<file path="src/rtl/opalu_pkg.sv">
package opalu_pkg;

  localparam int unsigned OPW = 4;

  typedef enum logic [OPW-1:0] {
    OP_SBC = 4'b0000,
    OP_SUB = 4'b0001,
    OP_MOV = 4'b0010,
    OP_CMP = 4'b0011,
    OP_ADC = 4'b0100,
    OP_ADD = 4'b0101,
    OP_ORA = 4'b1000,
    OP_AND = 4'b1001,
    OP_XOR = 4'b1010,
    OP_BIT = 4'b1011
  } op_e;

  typedef enum logic [1:0] {
    CIN_ZERO = 2'd0,
    CIN_ONE  = 2'd1,
    CIN_FLAG = 2'd2
  } cin_e;

  typedef enum logic [2:0] {
    SRC_SUM  = 3'd0,
    SRC_PASS = 3'd1,
    SRC_OR   = 3'd2,
    SRC_AND  = 3'd3,
    SRC_XOR  = 3'd4
  } src_e;

  typedef struct packed {
    logic known;
    logic inv_mem;
    cin_e cin;
    src_e src;
    logic wr_acc;
    logic arith;
  } ctrl_t;

endpackage

</file>
<file path="src/rtl/opalu_decode.sv">
module opalu_decode
  import opalu_pkg::*;
(
  input  logic [OPW-1:0] op_code,
  output ctrl_t          ctrl
);

  always_comb begin
    ctrl = '{known: 1'b0, inv_mem: 1'b0, cin: CIN_ZERO,
             src: SRC_SUM, wr_acc: 1'b0, arith: 1'b0};
    case (op_code)
      OP_ADD: begin
        ctrl.known = 1'b1; ctrl.wr_acc = 1'b1; ctrl.arith = 1'b1;
      end
      OP_ADC: begin
        ctrl.known = 1'b1; ctrl.wr_acc = 1'b1; ctrl.arith = 1'b1;
        ctrl.cin = CIN_FLAG;
      end
      OP_SUB: begin
        ctrl.known = 1'b1; ctrl.wr_acc = 1'b1; ctrl.arith = 1'b1;
        ctrl.inv_mem = 1'b1; ctrl.cin = CIN_ONE;
      end
      OP_SBC: begin
        ctrl.known = 1'b1; ctrl.wr_acc = 1'b1; ctrl.arith = 1'b1;
        ctrl.inv_mem = 1'b1; ctrl.cin = CIN_FLAG;
      end
      OP_CMP: begin
        ctrl.known = 1'b1; ctrl.inv_mem = 1'b1; ctrl.cin = CIN_ONE;
      end
      OP_MOV: begin
        ctrl.known = 1'b1; ctrl.wr_acc = 1'b1; ctrl.src = SRC_PASS;
      end
      OP_ORA: begin
        ctrl.known = 1'b1; ctrl.wr_acc = 1'b1; ctrl.src = SRC_OR;
      end
      OP_AND: begin
        ctrl.known = 1'b1; ctrl.wr_acc = 1'b1; ctrl.src = SRC_AND;
      end
      OP_XOR: begin
        ctrl.known = 1'b1; ctrl.wr_acc = 1'b1; ctrl.src = SRC_XOR;
      end
      OP_BIT: begin
        ctrl.known = 1'b1; ctrl.src = SRC_AND;
      end
      default: ;
    endcase
  end

endmodule

</file>
<file path="src/rtl/opalu_adder.sv">
module opalu_adder #(
  parameter int unsigned W = 32
) (
  input  logic [W-1:0] a,
  input  logic [W-1:0] b,
  input  logic         cin,
  output logic [W-1:0] sum,
  output logic         cout,
  output logic         ovf
);

  localparam int unsigned MSB = W - 1;

  logic [W:0] wide;

  always_comb begin
    wide = {1'b0, a} + {1'b0, b} + {{W{1'b0}}, cin};
    sum  = wide[MSB:0];
    cout = wide[W];
    ovf  = (a[MSB] == b[MSB]) && (wide[MSB] != a[MSB]);
  end

endmodule

</file>
<file path="src/rtl/opalu_logic.sv">
module opalu_logic
  import opalu_pkg::*;
#(
  parameter int unsigned W = 32
) (
  input  logic [W-1:0] mem_v,
  input  logic [W-1:0] acc_v,
  input  src_e         src,
  output logic [W-1:0] res
);

  always_comb begin
    case (src)
      SRC_PASS: res = mem_v;
      SRC_OR:   res = mem_v | acc_v;
      SRC_AND:  res = mem_v & acc_v;
      SRC_XOR:  res = mem_v ^ acc_v;
      default:  res = '0;
    endcase
  end

endmodule

</file>
<file path="src/rtl/opalu_flags.sv">
module opalu_flags #(
  parameter int unsigned W = 32
) (
  input  logic         clk,
  input  logic         rst_n,
  input  logic         upd,
  input  logic         upd_cv,
  input  logic [W-1:0] res,
  input  logic         cout,
  input  logic         ovf,
  output logic         c_q,
  output logic         z_q,
  output logic         n_q,
  output logic         v_q
);

  always_ff @(posedge clk) begin
    if (!rst_n) begin
      c_q <= 1'b0;
      z_q <= 1'b0;
      n_q <= 1'b0;
      v_q <= 1'b0;
    end else if (upd) begin
      z_q <= (res == '0);
      n_q <= res[W-1];
      if (upd_cv) begin
        c_q <= cout;
        v_q <= ovf;
      end
    end
  end

endmodule

</file>
<file path="src/rtl/opalu_core.sv">
module opalu_core
  import opalu_pkg::*;
#(
  parameter int unsigned DW = 32
) (
  input  logic          clk,
  input  logic          rst_n,
  input  logic          exec_stb,
  input  logic [3:0]    op_code,
  input  logic [DW-1:0] mem_opnd,
  input  logic [DW-1:0] acc_opnd,
  output logic [DW-1:0] result,
  output logic          acc_we,
  output logic          flag_c,
  output logic          flag_z,
  output logic          flag_n,
  output logic          flag_v
);

  ctrl_t          ctrl;
  logic [DW-1:0]  add_a;
  logic           add_cin;
  logic [DW-1:0]  sum;
  logic           cout;
  logic           ovf;
  logic [DW-1:0]  logic_res;

  opalu_decode u_dec (
    .op_code (op_code),
    .ctrl    (ctrl)
  );

  always_comb begin
    add_a = ctrl.inv_mem ? ~mem_opnd : mem_opnd;
    case (ctrl.cin)
      CIN_ONE:  add_cin = 1'b1;
      CIN_FLAG: add_cin = flag_c;
      default:  add_cin = 1'b0;
    endcase
  end

  opalu_adder #(.W(DW)) u_add (
    .a    (add_a),
    .b    (acc_opnd),
    .cin  (add_cin),
    .sum  (sum),
    .cout (cout),
    .ovf  (ovf)
  );

  opalu_logic #(.W(DW)) u_log (
    .mem_v (mem_opnd),
    .acc_v (acc_opnd),
    .src   (ctrl.src),
    .res   (logic_res)
  );

  always_comb begin
    result = (ctrl.src == SRC_SUM) ? sum : logic_res;
    acc_we = exec_stb & ctrl.known & ctrl.wr_acc;
  end

  opalu_flags #(.W(DW)) u_flg (
    .clk    (clk),
    .rst_n  (rst_n),
    .upd    (exec_stb & ctrl.known),
    .upd_cv (ctrl.arith),
    .res    (result),
    .cout   (cout),
    .ovf    (ovf),
    .c_q    (flag_c),
    .z_q    (flag_z),
    .n_q    (flag_n),
    .v_q    (flag_v)
  );

endmodule

</file>
<file path="config.mk">
export PLATFORM = sky130hd
export DESIGN_NAME = opalu_core
export DESIGN_NICKNAME = d
export VERILOG_FILES = /design/src/rtl/opalu_pkg.sv /design/src/rtl/opalu_decode.sv /design/src/rtl/opalu_adder.sv /design/src/rtl/opalu_logic.sv /design/src/rtl/opalu_flags.sv /design/src/rtl/opalu_core.sv
export SDC_FILE = /design/constraint.sdc
export NUM_CORES = 1
export LEC_CHECK = 0
export BUFFER_PORTS_ARGS = -buffer_cell sky130_fd_sc_hd__buf_2
export CELL_PAD_IN_SITES_DETAIL_PLACEMENT = 1
export CELL_PAD_IN_SITES_GLOBAL_PLACEMENT = 2
export CORE_ASPECT_RATIO = 0.5
export CORE_MARGIN = 5
export CORE_UTILIZATION = 34
export DETAILED_ROUTE_END_ITERATION = 10
export PLACE_DENSITY = 0.95
export SYNTH_ARGS = -nofsm -noshare
export SYNTH_HDL_FRONTEND = slang
export SYNTH_SLANG_ARGS = --single-unit
</file>
<file path="constraint.sdc">
create_clock -name clk -period 8.7 [get_ports clk]
set_input_delay 0 -clock clk [delete_from_list [all_inputs] [get_ports clk]]
set_output_delay 0 -clock clk [all_outputs]
set_load 0.05 [all_outputs]
</file>
==> impl_results.md <==
* Core Util, Final at 40.42%
* Post-Synth XOR/XNOR Area at 9.043%
* DRT Pass-1 Iters at 5
* Worst-path clk slew at 0.03 ns
* Critical path type: input port to output pin
* Detail Placement HPWL at 14,330 µm
* Vias in the first global route at 5,578
* Layout cells sized above 1 at 17.55%
* Initial Util at 34.83%
* Worst skew pair latency at 0.23 ns
* Met3 usage at 1.090%
* Worst hold path class: input port to flip-flop
* Most used routing layer: met2
* DR WL/cell at 18.82 µm
* Multi-input gate area at 0.004254 mm²
* Final WL at 17,770 µm
* DRC Markers at 0
* Largest net degree at the start of global routing at 27
* Final #Nets at 924
* Cell area after synthesis at 0.004746 mm²
* Post-CTS Hold Buffers at 0
* Pwr per Cell Area at 124.1 mW/mm²
* Worst path arrival time at 4.84 ns
* Worst r2r src: u_flg.c_q
* Clk root buf: clkbuf_16
* Routed vias/inst at 5.763
* Library cells used by synthesis at 75
* # IOs at 108
* Die ar. at 0.01656 mm²
* Async SR Flop Fraction at 0%
* Hold EP: u_flg.v_q
* Final Skew at 0.002371 ns
* R2r endpoint: u_flg.z_q
* Max-cap viol count at 0
* Core area at 0.01363 mm²
* Number of routed nets with antenna violations at 0
* Synth Area in Simple Gates at 18.93%
* Num CTS Buffers at 3
* #FFs+latches synth at 4
* Synth area leaders: ha_1 (26%), xnor2_1 (7.0%), inv_1 (5.9%)
* Mux contribution to synthesized area at 0.8437%
* Largest family of logic cells by synthesized area: compound AO/OA/AOI/OAI gates
* Total track usage at 20.67%
* Worst setup EP type: output pin
* Cell leakage power at 2.758 nW
* Top FF cell, synth: dfxtp_1
* Clock buffer depth at 2
* CTS tree: done
* # rows at 30
* M1 GR Usage at 28.84%
* Area occupied by registers at 80.08 µm²
* # setup viols final at 0
* RSZ-0062 raised after global routing: false
* Outcome: completed
* Cells on worst reg2reg path at 14
* Yosys top cell by area: ha_1
* Die Ht at 93.54 µm
* Max Clk Rate at 0.2065 GHz
* Synth top area share at 25.57%
* Worst Hold Depth at 2
* Antenna Cells at 0
* Slack of the worst reg-to-reg path at 4.43 ns
* TritonCTS Sinks at 4
* Cts repair resizes at 0
* Initial antenna violation count at 0
* Die Wd at 177.1 µm
* Gpl congestion at 0.9161
* # port buffers at 107
* Worst-path maximum fanout at 25
* Final slew viol count at 0
* Mean Syn Cell Area at 7.073 µm²
* Synthesized-area fraction occupied by adder cells at 26.42%
* Number of synthesized flops with an enable pin at 0
* WP data required at 8.70 ns
* Sequential area share after synthesis at 1.687%
* Max VDD drop at 0.05901 mV
* Yosys warning count at 0
* Syn-to-layout area delta at 16.06%
* Placement Cell Area at 0.005433 mm²
* DR iter-0 viols at 271
* Final period util at 55.68%
* Synth Area in Compound Gates at 34.22%
* Setup crit start kind: input port
* Hold Violations, Final at 0
* Final instance area at 0.005508 mm²
* Setup TNS at 0 ns
* Synth Instances at 671
* Total gr overflow at 0
* H-tree Lvls at 1
* Relative slew slack at 25.46%
* Post-route minimum period at 4.844 ns
* Post-CTS setup buffers at 0
* DR vias at 5,440
* GR Util met2 at 36.13%
* Synthesized Nets at 841
* Worst Max-Slew Pin Slew at 1.118 ns
* First-pass GRT wire length at 28,430 µm
* HP Start: rst_n
* Filler Cell Count at 1,763
==> worst max path at each step <==
stage / end / startpoint
final: result[30] / op_code[0]
after detailed placement: u_flg.z_q / op_code[0]
after CTS: result[30] / op_code[0]
after global routing: result[30] / op_code[0]
after global placement: u_flg.z_q / op_code[0]
after floorplan: u_flg.z_q / op_code[3]
==> cells by family after synthesis <==
group           count (synthesis)
mux                             4
simple gates                  181
compound gates                225
fa+ha+maj                      99
flops                           4
buf+inv                       109
xor+xnor                       49
==> layout by cell type (no fill, tap or decap), types with 4 or more instances in the layout <==
cell         n
o31ai_1      6
o211ai_1    10
and3_1       4
a211oi_1    17
inv_1       74
or3_1        5
a211o_1      4
nand2b_1     5
buf_2      107
nor4_1       8
and2_1       4
a21oi_1     47
o21ai_1      5
or2_2        4
a22oi_1      9
nor2_1      39
buf_4        6
nor3_1      14
a221oi_1     7
nor3b_1      4
xor2_1      11
dfxtp_1      4
nand2_1     58
nand4_1      9
o21ai_0     30
a22o_1       8
a21o_1      19
mux2i_1      4
ha_1        97
a221o_1      4
nor2b_1      6
nand3_1      6
a2111oi_0    4
xnor2_1     38
a31oi_1      9
==> layer usage <==
| metal | wire length [µm] | vias to the layer above |
|---|---|---|
| li1 | - | 2632 |
| met1 | 8868 | 2701 |
| met2 | 8214 | 96 |
| met3 | 557 | 11 |
| met4 | 127 | 0 |
| met5 | 0 | - |
==> cell type report <==
class | instances | area share [%]
multi-input cells | 558 | 77.24
clock buffers | 3 | 1.363
flip-flops and latches | 4 | 1.454
inverters | 74 | 5.043
repair buffers | 113 | 10.54
well taps | 192 | 4.362
==> cell usage after synthesis, types with 3 or more instances <==
cell and count:
or2_2 4, nand3b_1 3, nand4_1 9, buf_2 6, nand2_1 59, buf_1 6
a311oi_1 3, a31oi_1 9, a221o_1 4, o21ai_0 30, and4_1 3, a21oi_1 47
or3_1 5, a211oi_1 17, dfxtp_1 4, nor2_1 39, o21ai_1 5, nor3b_1 4
a211oi_2 3, o22ai_1 3, ha_1 97, nor4_1 8, o211ai_1 10, nor2b_1 6
a21o_1 19, o31ai_1 6, a2111oi_0 4, nand3_1 6, nand2b_1 5, a22oi_1 9
xor2_1 11, a211o_1 4, clkbuf_1 22, o211a_1 3, o2111ai_1 3, nor3_1 14
and3_1 4, xnor2_1 38, a221oi_1 7, and2_1 4, a22o_1 8, inv_1 74
mux2i_1 4
==> registers in the layout, indices dropped and copies added (netlist names) <==
register,count
u_flg.c_q,1
u_flg.n_q,1
u_flg.v_q,1
u_flg.z_q,1
==> per-stage QoR <==
step           total power [mW]  cells  setup slack (ns)  hold WS (ns)
3_5_place_dp             0.6069    941             3.876        0.2790
3_3_place_gp             0.5957    941             4.060        0.2692
2_1_floorplan            0.4486    671             3.595        0.1217
5_1_grt                  0.7318    944             3.677       0.07797
6_report                 0.6837    944             3.856       0.04768
4_1_cts                  0.6832    944             3.965       0.04466
==> worst max-delay path, cell delays in order <==
cell	delay, ns
buf_2	0.38
nand2b_1	0.37
nand2_2	0.39
xnor2_1	0.26
fa_1	0.47
fa_1	0.42
nor2b_1	0.18
o2111ai_1	0.26
a211oi_1	0.56
o31a_1	0.35
o41ai_4	0.14
o31ai_1	0.36
xor2_1	0.26
nand2_1	0.08
nand2_1	0.09
buf_2	0.26
==> report_power, final <==
part           internal (mW)  switching (mW)  total (mW)
logic                  0.184           0.408       0.592
clock network         0.0587          0.0133      0.0720
registers             0.0194        0.000796      0.0202
Note: power is estimated with default switching activity, not from simulation.
